[src/rtl/ccd_tgen_pkg.sv]
// Shared indices and sequencer state encoding for the CCD timing generator.
package ccd_tgen_pkg;
    localparam int NDUR     = 11;
    localparam int D_VX     = 0;
    localparam int D_HD     = 1;
    localparam int D_PD     = 2;
    localparam int D_PLEAD  = 3;
    localparam int D_PTAIL  = 4;
    localparam int D_FIRST  = 5;
    localparam int D_FD     = 6;
    localparam int D_SHD    = 7;
    localparam int D_SH     = 8;
    localparam int D_SHPOST = 9;
    localparam int D_HALF   = 10;

    typedef enum logic [3:0] {
        S_IDLE, S_PEDA, S_PDX, S_PEDB, S_FIRST,
        S_FDL, S_VSH, S_FDT, S_HDLY,
        S_SHP, S_SHON, S_SHQ, S_HB
    } seq_state_t;
endpackage

[src/rtl/ccd_tgen_clamp.sv]
// Raises each programmed duration to its floor.
// Assumes: FLOOR entries are at least 1 so that every timed state lasts a cycle.
module ccd_tgen_clamp
    import ccd_tgen_pkg::*;
#(
    parameter int W = 16,
    parameter logic [NDUR-1:0][W-1:0] FLOOR = '0
) (
    input  logic [NDUR-1:0][W-1:0] raw,
    output logic [NDUR-1:0][W-1:0] eff
);
    for (genvar i = 0; i < NDUR; i++) begin : g_cl
        // Per-duration floor selection.
        assign eff[i] = (raw[i] < FLOOR[i]) ? FLOOR[i] : raw[i];
    end
endmodule

[src/rtl/ccd_tgen_hclk.sv]
// Horizontal pixel engine: while active, produces pixel periods of two equal
// halves and flags the last cycle of the last pixel.
// Assumes: half >= 1; counters restart whenever active drops.
module ccd_tgen_hclk #(
    parameter int W          = 16,
    parameter int PIX_SINGLE = 4972,
    parameter int PIX_DUAL   = 2492,
    localparam int PIX_MAX   = (PIX_SINGLE > PIX_DUAL) ? PIX_SINGLE : PIX_DUAL,
    localparam int PW        = (PIX_MAX > 1) ? $clog2(PIX_MAX) : 1
) (
    input  logic         clk,
    input  logic         rst_n,
    input  logic         active,
    input  logic         dual,
    input  logic [W-1:0] half,
    output logic         h1,
    output logic         h2,
    output logic         h1r,
    output logic         h2r,
    output logic         rpulse,
    output logic         done
);
    logic [W-1:0]  hc;
    logic          ph;
    logic [PW-1:0] pc;
    logic          last_half;
    logic [PW-1:0] pix_last;

    assign last_half = (hc == half - 1'b1);
    assign pix_last  = dual ? PW'(PIX_DUAL - 1) : PW'(PIX_SINGLE - 1);

    // Half-period, phase and pixel counters.
    always_ff @(posedge clk) begin
        if (!rst_n || !active) begin
            hc <= '0;
            ph <= 1'b0;
            pc <= '0;
        end else if (last_half) begin
            hc <= '0;
            ph <= ~ph;
            if (ph) pc <= pc + 1'b1;
        end else begin
            hc <= hc + 1'b1;
        end
    end

    // Phase decode, reset pulse and right-tap phase selection.
    always_comb begin
        h1     = active & ~ph;
        h2     = active & ph;
        rpulse = active & ~ph & (hc == '0);
        done   = active & ph & last_half & (pc == pix_last);
        h1r    = dual ? h2 : h1;
        h2r    = dual ? h1 : h2;
    end
endmodule

[src/rtl/ccd_tgen_seq.sv]
// Frame/line sequencer: pedestal with transfer pulse, first-line delay, then
// per line optional dump lead, vertical shift, optional dump trail, either the
// plain delay or the shutter window, and the horizontal burst.
// Assumes: all durations already clamped to >= 1; run is read only after the
// last burst of a frame or while idle.
module ccd_tgen_seq
    import ccd_tgen_pkg::*;
#(
    parameter int W          = 16,
    parameter int N_LINES    = 3324,
    parameter int PIX_SINGLE = 4972,
    parameter int PIX_DUAL   = 2492,
    localparam int LW        = (N_LINES > 1) ? $clog2(N_LINES) : 1
) (
    input  logic                   clk,
    input  logic                   rst_n,
    input  logic                   run,
    input  logic                   dual,
    input  logic                   dump_en,
    input  logic [LW-1:0]          dump_first,
    input  logic [LW-1:0]          dump_last,
    input  logic                   shut_en,
    input  logic [LW-1:0]          shut_line,
    input  logic [NDUR-1:0][W-1:0] dur,
    output logic                   v1,
    output logic                   v2,
    output logic                   v2x,
    output logic                   fd,
    output logic                   sub,
    output logic                   h1,
    output logic                   h2,
    output logic                   h1r,
    output logic                   h2r,
    output logic                   rpulse,
    output logic                   sof,
    output logic                   sol
);
    seq_state_t    state, nxt;
    logic [W-1:0]  tmr, nload;
    logic [LW-1:0] line, nline;
    logic          dump_q, shut_q, ndump, nshut;
    logic          last_line, expire, hact, bdone;

    assign last_line = (line == LW'(N_LINES - 1));
    assign hact      = (state == S_HB);

    // Line index of the state being entered and its dump/shutter flags.
    always_comb begin
        if (state == S_FIRST)                 nline = '0;
        else if (state == S_HB && !last_line) nline = line + 1'b1;
        else                                  nline = line;
        ndump = dump_en && (nline >= dump_first) && (nline <= dump_last);
        nshut = shut_en && (nline == shut_line);
    end

    // Successor state and the moment to take it.
    always_comb begin
        nxt = state;
        case (state)
            S_IDLE:  nxt = S_PEDA;
            S_PEDA:  nxt = S_PDX;
            S_PDX:   nxt = S_PEDB;
            S_PEDB:  nxt = S_FIRST;
            S_FIRST: nxt = ndump ? S_FDL : S_VSH;
            S_FDL:   nxt = S_VSH;
            S_VSH:   nxt = dump_q ? S_FDT : (shut_q ? S_SHP : S_HDLY);
            S_FDT:   nxt = shut_q ? S_SHP : S_HDLY;
            S_HDLY:  nxt = S_HB;
            S_SHP:   nxt = S_SHON;
            S_SHON:  nxt = S_SHQ;
            S_SHQ:   nxt = S_HB;
            S_HB:    nxt = last_line ? (run ? S_PEDA : S_IDLE)
                                     : (ndump ? S_FDL : S_VSH);
            default: nxt = S_IDLE;
        endcase
        case (state)
            S_IDLE:  expire = run;
            S_HB:    expire = bdone;
            default: expire = (tmr == '0);
        endcase
    end

    // Length of the state being entered.
    always_comb begin
        case (nxt)
            S_PEDA:  nload = dur[D_PLEAD];
            S_PDX:   nload = dur[D_PD];
            S_PEDB:  nload = dur[D_PTAIL];
            S_FIRST: nload = dur[D_FIRST];
            S_FDL:   nload = dur[D_FD];
            S_VSH:   nload = dur[D_VX];
            S_FDT:   nload = dur[D_FD];
            S_HDLY:  nload = dur[D_HD];
            S_SHP:   nload = dur[D_SHD];
            S_SHON:  nload = dur[D_SH];
            S_SHQ:   nload = dur[D_SHPOST];
            default: nload = W'(1);
        endcase
    end

    // State, timer, line index and strobes.
    always_ff @(posedge clk) begin
        if (!rst_n) begin
            state  <= S_IDLE;
            tmr    <= '0;
            line   <= '0;
            dump_q <= 1'b0;
            shut_q <= 1'b0;
            sof    <= 1'b0;
            sol    <= 1'b0;
        end else begin
            sof <= 1'b0;
            sol <= 1'b0;
            if (expire) begin
                state  <= nxt;
                tmr    <= nload - 1'b1;
                line   <= nline;
                dump_q <= ndump;
                shut_q <= nshut;
                sof    <= (nxt == S_PEDA);
                sol    <= (nxt == S_FDL) || (nxt == S_VSH && state != S_FDL);
            end else if (tmr != '0) begin
                tmr <= tmr - 1'b1;
            end
        end
    end

    // Vertical, dump and shutter levels decoded from the state.
    always_comb begin
        v1  = (state != S_VSH);
        v2  = (state == S_VSH) || (state == S_PEDA) ||
              (state == S_PDX) || (state == S_PEDB);
        v2x = (state == S_PDX);
        fd  = (state == S_FDL) || (state == S_FDT) || (state == S_VSH && dump_q);
        sub = (state == S_SHON);
    end

    ccd_tgen_hclk #(
        .W(W), .PIX_SINGLE(PIX_SINGLE), .PIX_DUAL(PIX_DUAL)
    ) u_hclk (
        .clk(clk), .rst_n(rst_n), .active(hact), .dual(dual),
        .half(dur[D_HALF]), .h1(h1), .h2(h2), .h1r(h1r), .h2r(h2r),
        .rpulse(rpulse), .done(bdone)
    );
endmodule

[src/rtl/ccd_tgen.sv]
// Top of the interline CCD timing generator: clamps the programmed durations,
// runs the sequencer and registers every output for glitch-free drive.
// Assumes: configuration inputs change only while the block is idle.
module ccd_tgen
    import ccd_tgen_pkg::*;
#(
    parameter int CNT_W          = 16,
    parameter int N_LINES        = 3324,
    parameter int PIX_SINGLE     = 4972,
    parameter int PIX_DUAL       = 2492,
    parameter int MIN_VSHIFT     = 240,
    parameter int MIN_HDELAY     = 240,
    parameter int MIN_XFER       = 600,
    parameter int MIN_FIRST      = 720,
    parameter int MIN_SHUT_W     = 240,
    parameter int MIN_SHUT_GUARD = 360,
    localparam int LINE_W        = (N_LINES > 1) ? $clog2(N_LINES) : 1
) (
    input  logic              clk,
    input  logic              rst_n,
    input  logic              run,
    input  logic              dual_tap,
    input  logic              dump_en,
    input  logic [LINE_W-1:0] dump_first,
    input  logic [LINE_W-1:0] dump_last,
    input  logic              shut_en,
    input  logic [LINE_W-1:0] shut_line,
    input  logic [CNT_W-1:0]  t_vshift,
    input  logic [CNT_W-1:0]  t_hdelay,
    input  logic [CNT_W-1:0]  t_xfer,
    input  logic [CNT_W-1:0]  t_ped_lead,
    input  logic [CNT_W-1:0]  t_ped_tail,
    input  logic [CNT_W-1:0]  t_first,
    input  logic [CNT_W-1:0]  t_dump_edge,
    input  logic [CNT_W-1:0]  t_shut_delay,
    input  logic [CNT_W-1:0]  t_shut_width,
    input  logic [CNT_W-1:0]  t_shut_guard,
    input  logic [CNT_W-1:0]  t_pix_half,
    output logic              vphi1,
    output logic              vphi2,
    output logic              vphi2_xfer,
    output logic              hphi1_l,
    output logic              hphi2_l,
    output logic              hphi1_r,
    output logic              hphi2_r,
    output logic              hlast,
    output logic              hreset,
    output logic              dump_gate,
    output logic              sub_pulse,
    output logic              sof,
    output logic              sol
);
    localparam logic [NDUR-1:0][CNT_W-1:0] FLOORS = {
        CNT_W'(1),              // D_HALF
        CNT_W'(MIN_SHUT_GUARD), // D_SHPOST
        CNT_W'(MIN_SHUT_W),     // D_SH
        CNT_W'(1),              // D_SHD
        CNT_W'(1),              // D_FD
        CNT_W'(MIN_FIRST),      // D_FIRST
        CNT_W'(1),              // D_PTAIL
        CNT_W'(1),              // D_PLEAD
        CNT_W'(MIN_XFER),       // D_PD
        CNT_W'(MIN_HDELAY),     // D_HD
        CNT_W'(MIN_VSHIFT)      // D_VX
    };

    logic [NDUR-1:0][CNT_W-1:0] raw, eff;
    logic s_v1, s_v2, s_v2x, s_fd, s_sub, s_h1, s_h2, s_h1r, s_h2r, s_rp, s_sof, s_sol;

    // Gather the programmed durations into the indexed bank.
    always_comb begin
        raw[D_VX]     = t_vshift;
        raw[D_HD]     = t_hdelay;
        raw[D_PD]     = t_xfer;
        raw[D_PLEAD]  = t_ped_lead;
        raw[D_PTAIL]  = t_ped_tail;
        raw[D_FIRST]  = t_first;
        raw[D_FD]     = t_dump_edge;
        raw[D_SHD]    = t_shut_delay;
        raw[D_SH]     = t_shut_width;
        raw[D_SHPOST] = t_shut_guard;
        raw[D_HALF]   = t_pix_half;
    end

    ccd_tgen_clamp #(.W(CNT_W), .FLOOR(FLOORS)) u_clamp (.raw(raw), .eff(eff));

    ccd_tgen_seq #(
        .W(CNT_W), .N_LINES(N_LINES), .PIX_SINGLE(PIX_SINGLE), .PIX_DUAL(PIX_DUAL)
    ) u_seq (
        .clk(clk), .rst_n(rst_n), .run(run), .dual(dual_tap),
        .dump_en(dump_en), .dump_first(dump_first), .dump_last(dump_last),
        .shut_en(shut_en), .shut_line(shut_line), .dur(eff),
        .v1(s_v1), .v2(s_v2), .v2x(s_v2x), .fd(s_fd), .sub(s_sub),
        .h1(s_h1), .h2(s_h2), .h1r(s_h1r), .h2r(s_h2r), .rpulse(s_rp),
        .sof(s_sof), .sol(s_sol)
    );

    // Output register stage; reset holds the idle levels.
    always_ff @(posedge clk) begin
        if (!rst_n) begin
            vphi1 <= 1'b1; vphi2 <= 1'b0; vphi2_xfer <= 1'b0;
            hphi1_l <= 1'b0; hphi2_l <= 1'b0; hphi1_r <= 1'b0; hphi2_r <= 1'b0;
            hlast <= 1'b0; hreset <= 1'b0; dump_gate <= 1'b0; sub_pulse <= 1'b0;
            sof <= 1'b0; sol <= 1'b0;
        end else begin
            vphi1 <= s_v1; vphi2 <= s_v2; vphi2_xfer <= s_v2x;
            hphi1_l <= s_h1; hphi2_l <= s_h2; hphi1_r <= s_h1r; hphi2_r <= s_h2r;
            hlast <= s_h2; hreset <= s_rp; dump_gate <= s_fd; sub_pulse <= s_sub;
            sof <= s_sof; sol <= s_sol;
        end
    end
endmodule

[config.mk]
export PLATFORM = sky130hd
export DESIGN_NAME = ccd_tgen
export DESIGN_NICKNAME = d
export VERILOG_FILES = /design/src/rtl/ccd_tgen_pkg.sv /design/src/rtl/ccd_tgen_clamp.sv /design/src/rtl/ccd_tgen_hclk.sv /design/src/rtl/ccd_tgen_seq.sv /design/src/rtl/ccd_tgen.sv
export SDC_FILE = /design/constraint.sdc
export NUM_CORES = 1
export LEC_CHECK = 0
export BUFFER_PORTS_ARGS = -buffer_cell sky130_fd_sc_hd__buf_4
export CORE_MARGIN = 5
export CORE_UTILIZATION = 35
export CTS_CLUSTER_DIAMETER = 50
export DETAILED_ROUTE_END_ITERATION = 16
export GPL_ROUTABILITY_DRIVEN = 0
export PLACE_DENSITY = 0.64
export SETUP_SLACK_MARGIN = 0.02
export SYNTH_ARGS = -nofsm -noshare
export SYNTH_HDL_FRONTEND = slang
export SYNTH_HIERARCHICAL = 1
export SYNTH_SLANG_ARGS = --single-unit
[constraint.sdc]
create_clock -name clk -period 6.8 [get_ports clk]
set_clock_uncertainty 0.05 [all_clocks]
set_input_delay 0.68 -clock clk [delete_from_list [all_inputs] [get_ports clk]]
set_output_delay 0.68 -clock clk [all_outputs]
set_load 0.05 [all_outputs]
==> metrics <==
antenna violations before repair=0; via count=about 9200; synthesized flop and latch total=78; num ports=~230; 1st-iter DRT viols=869; max cap viols=0; Cell Pwr Density=around 360 nW/um2; FF-to-FF Start=u_seq/line[0]; post-synthesis sequential area ratio=0.190; RSZ-0062 raised after global routing=no; Detail Route Antenna Nets=0; Final Hold Vio Count=0; Rel. slew slack=0.153; row count=56; startpoint types=input pin; Placed Cells=1546; CP max stage delay=0.56 ns; Arr. time, crit path=around 6.5 ns; Worst Path Max Fanout=9; DR vias/cell=slightly below 6; Die ar.=approximately 27000 um2; reg2reg setup slack=approximately 0.96 ns; H-tree Lvls=3; crit path capture=u_seq/tmr[12]; Nets=roughly 1500; clock transition at the registers of the reported paths=about 0.06 ns; distinct cell type count after synthesis=94; fillers=2489; final period utilization=0.930; hold depth=1; status=complete, no violations; vias in the first global route=~9000; initial core utilization=0.353; Top delay family on crit path=simple AND/OR/NAND/NOR gates; Multi-input gate area=5740 um2; EDFF count, synth=0; crit path launch=t_pix_half[7]; asr flop ratio synth=0; Post-Synth Simple-Gate Area=0.313; TritonCTS clock tree=yes; CTS Root Cell=clkbuf_16; mux contribution to synthesized area=0.00900; post-cts sizing count=0; clk sink count=just under 80; syn_area_per_cell=between 7 and 8 um2; Detailed Routing Iterations Pass 1=8; Post-CTS Setup Inserts=0; Tightest Pin Transition=approximately 1.3 ns; core box area=between 20000 and 25000 um2; final worst-path setup slack=0.473 ns; Synth Area in Compound Gates=0.269; Post-DP HPWL=approximately 25 mm; Layout area overhead=22.7%; Worst Path Required=7.01 ns; class of the worst hold path=register to register; CTS hold repair buffers=0; r2r worst-path depth=20; pre-CTS setup slack=0.000462 ns; Post-Synth XOR/XNOR Area=0.0598; Tot GR Track Use=0.222; Max Slew Vio Count=0; total power=~3.6 mW; Critical Path End Type=register; CTS Buf Count=9; gr ovfl total=0; register area=approximately 1600 um2; Port Buffers=230; yosys warns=6; ys flop type=dfxtp_1; WP depth=21; Setup TNS Final=0 ns; min Tclk post-route=roughly 6.3 ns; clock latency on the worst-skew pair=between 0.3 and 0.4 ns; DR DRC count=0; Adder-Cell Fraction of Synth Area=0.0457; clk buf depth=2; crit-path cells=buf_4, nor4_1, a41o_1, inv_1, ha_1, xor2_1, nor2_1, a211oi_1, or3_1, or4_1, nor4_1, and3_1, o21ai_2, o21a_1, a222oi_1, o211ai_1, a311oi_1, a32oi_1, or3_1, or4_1, a21oi_1; commonest non-fill, non-tap cell in the layout=buf_4; worst ir drop on vdd=roughly 260 uV; layout cells sized above 1=0.253; final setup vio count=0; die height=about 160 um; WP buf/inv=2; synthesized net count=1401; largest family of logic cells by synthesized area=simple AND/OR/NAND/NOR gates; FF-to-FF End=u_seq/tmr[12]; antenna cells=0; first-pass GRT wire length=roughly 47 mm; CP max-delay cell=or4_1; largest net degree at the start of global routing=35; fin cells=1562; commonest non-fill, non-tap cells in the layout=buf_4, nand2_1, dfxtp_1; WL final=about 31 mm; Wirelength per Cell=approximately 20 um; Syn Std Cell Area=about 8200 um2; DIE WIDTH=about 160 um; P_leak=4.07 nW; Syn Inst Count=1153; Crit Path Class=input pin to register; FMAX=158 MHz
## cells in the mapped netlist (6+ instances only)
library cell | count | share of area
nand4_1 | 29 | 0.022
nor2b_1 | 6 | 0.0046
and3_1 | 19 | 0.014
buf_6 | 6 | 0.0082
nor3_1 | 23 | 0.014
a22oi_1 | 11 | 0.010
a211oi_1 | 9 | 0.0082
nor4_1 | 39 | 0.030
dfxtp_1 | 78 | 0.19
xnor2_1 | 24 | 0.026
xor2_1 | 32 | 0.034
buf_2 | 15 | 0.0091
nand2b_1 | 21 | 0.016
nand3_1 | 31 | 0.019
nand2_1 | 111 | 0.051
a221oi_1 | 8 | 0.0085
a21oi_1 | 56 | 0.034
inv_1 | 46 | 0.021
or2_2 | 7 | 0.0053
a32oi_1 | 6 | 0.0064
o211ai_1 | 12 | 0.011
o21ai_0 | 31 | 0.019
a31oi_1 | 7 | 0.0053
o21ai_1 | 7 | 0.0043
clkbuf_1 | 146 | 0.067
a222oi_1 | 8 | 0.0098
a32o_1 | 6 | 0.0073
a21boi_0 | 31 | 0.028
or3_1 | 17 | 0.013
or4_1 | 18 | 0.016
o31ai_1 | 21 | 0.019
a21o_1 | 14 | 0.013
nor2_1 | 62 | 0.028
nand3b_1 | 6 | 0.0055
a22o_1 | 9 | 0.0096
a211o_1 | 7 | 0.0075
and2_1 | 21 | 0.016
and2_2 | 7 | 0.0064
ha_1 | 30 | 0.046
a221o_1 | 7 | 0.0085
nor3b_1 | 9 | 0.0082
## sequential cells by signal, indices dropped and copies added (netlist names)
register         flops
u_seq/u_hclk/hc     16
u_seq/sol            1
vphi2                1
hreset               1
u_seq/u_hclk/ph      1
dump_gate            1
sol                  1
u_seq/u_hclk/pc     13
hphi1_l              1
u_seq/shut_q         1
hphi2_r              1
vphi2_xfer           1
u_seq/line          12
u_seq/tmr           16
hlast                1
sof                  1
u_seq/dump_q         1
u_seq/state          4
sub_pulse            1
vphi1                1
u_seq/sof            1
hphi1_r              1
## worst reg2reg max path, cell delays in order (launching register included)
cell	delay (ns)
dfxtp_1	0.34
ha_1	0.24
and4b_1	0.22
and4_1	0.24
nor2_1	0.40
nand2_1	0.13
xor2_1	0.16
nor2_1	0.33
ha_1	0.33
a21oi_1	0.13
o221ai_1	0.12
a22oi_1	0.30
a211oi_1	0.26
or3_1	0.58
a221o_1	0.46
nand2_1	0.08
ha_1	0.17
a21boi_2	0.29
nand4_4	0.20
or4_1	0.57
a21oi_1	0.16
## metal layers
metal	vias to the layer above	share of wire	GRT usage
li1	4335	-	-
met1	4276	0.43	0.306
met2	483	0.43	0.333
met3	74	0.11	0.0623
met4	0	0.032	0.0759
met5	-	0	0
## through the flow
step | hold slack (ns) | utilization | area [um2]
after floorplan | 0.376 | - | 8210
after global placement | 0.382 | 0.419 | 9740
after detailed placement | 0.385 | 0.419 | 9740
after global routing | 0.413 | 0.433 | 10100
after CTS | 0.400 | 0.432 | 10100
final | 0.396 | 0.433 | 10100
## worst min path at each step
stage	end	from	slack [ns]
3_5_place_dp	sol	u_seq/sol	0.38
2_1_floorplan	sof	u_seq/sof	0.38
6_report	sol	u_seq/sol	0.40
5_1_grt	sol	u_seq/sol	0.41
4_1_cts	sol	u_seq/sol	0.40
3_3_place_gp	sol	u_seq/sol	0.38
## logic make-up (layout without fill, tap and decap cells)
logic type	after synthesis	after routing
adder cells (fa/ha/maj)	30	30
AND/OR/NAND/NOR	460	460
XOR/XNOR	56	56
flip-flops	78	78
multiplexers	7	7
buffers and inverters	222	312
AO/OA/AOI/OAI	300	300
## layout make-up
class,count,area share
inverters,47,0.0180
clock buffers,12,0.0265
well taps,319,0.0396
clock inverters,4,0.00522
repair buffers,249,0.186
flip-flops and latches,78,0.155
multi-input cells,853,0.570
## report_power, final
group	switching, mW	total (mW)	leakage [nW]	internal, mW
clock	0.192	0.507	0.159	0.315
sequential	0.0352	0.548	0.632	0.513
combinational	1.62	2.54	3.28	0.924
total	1.85	3.60	4.07	1.75
No activity file was read; power rests on OpenSTA's default activity.
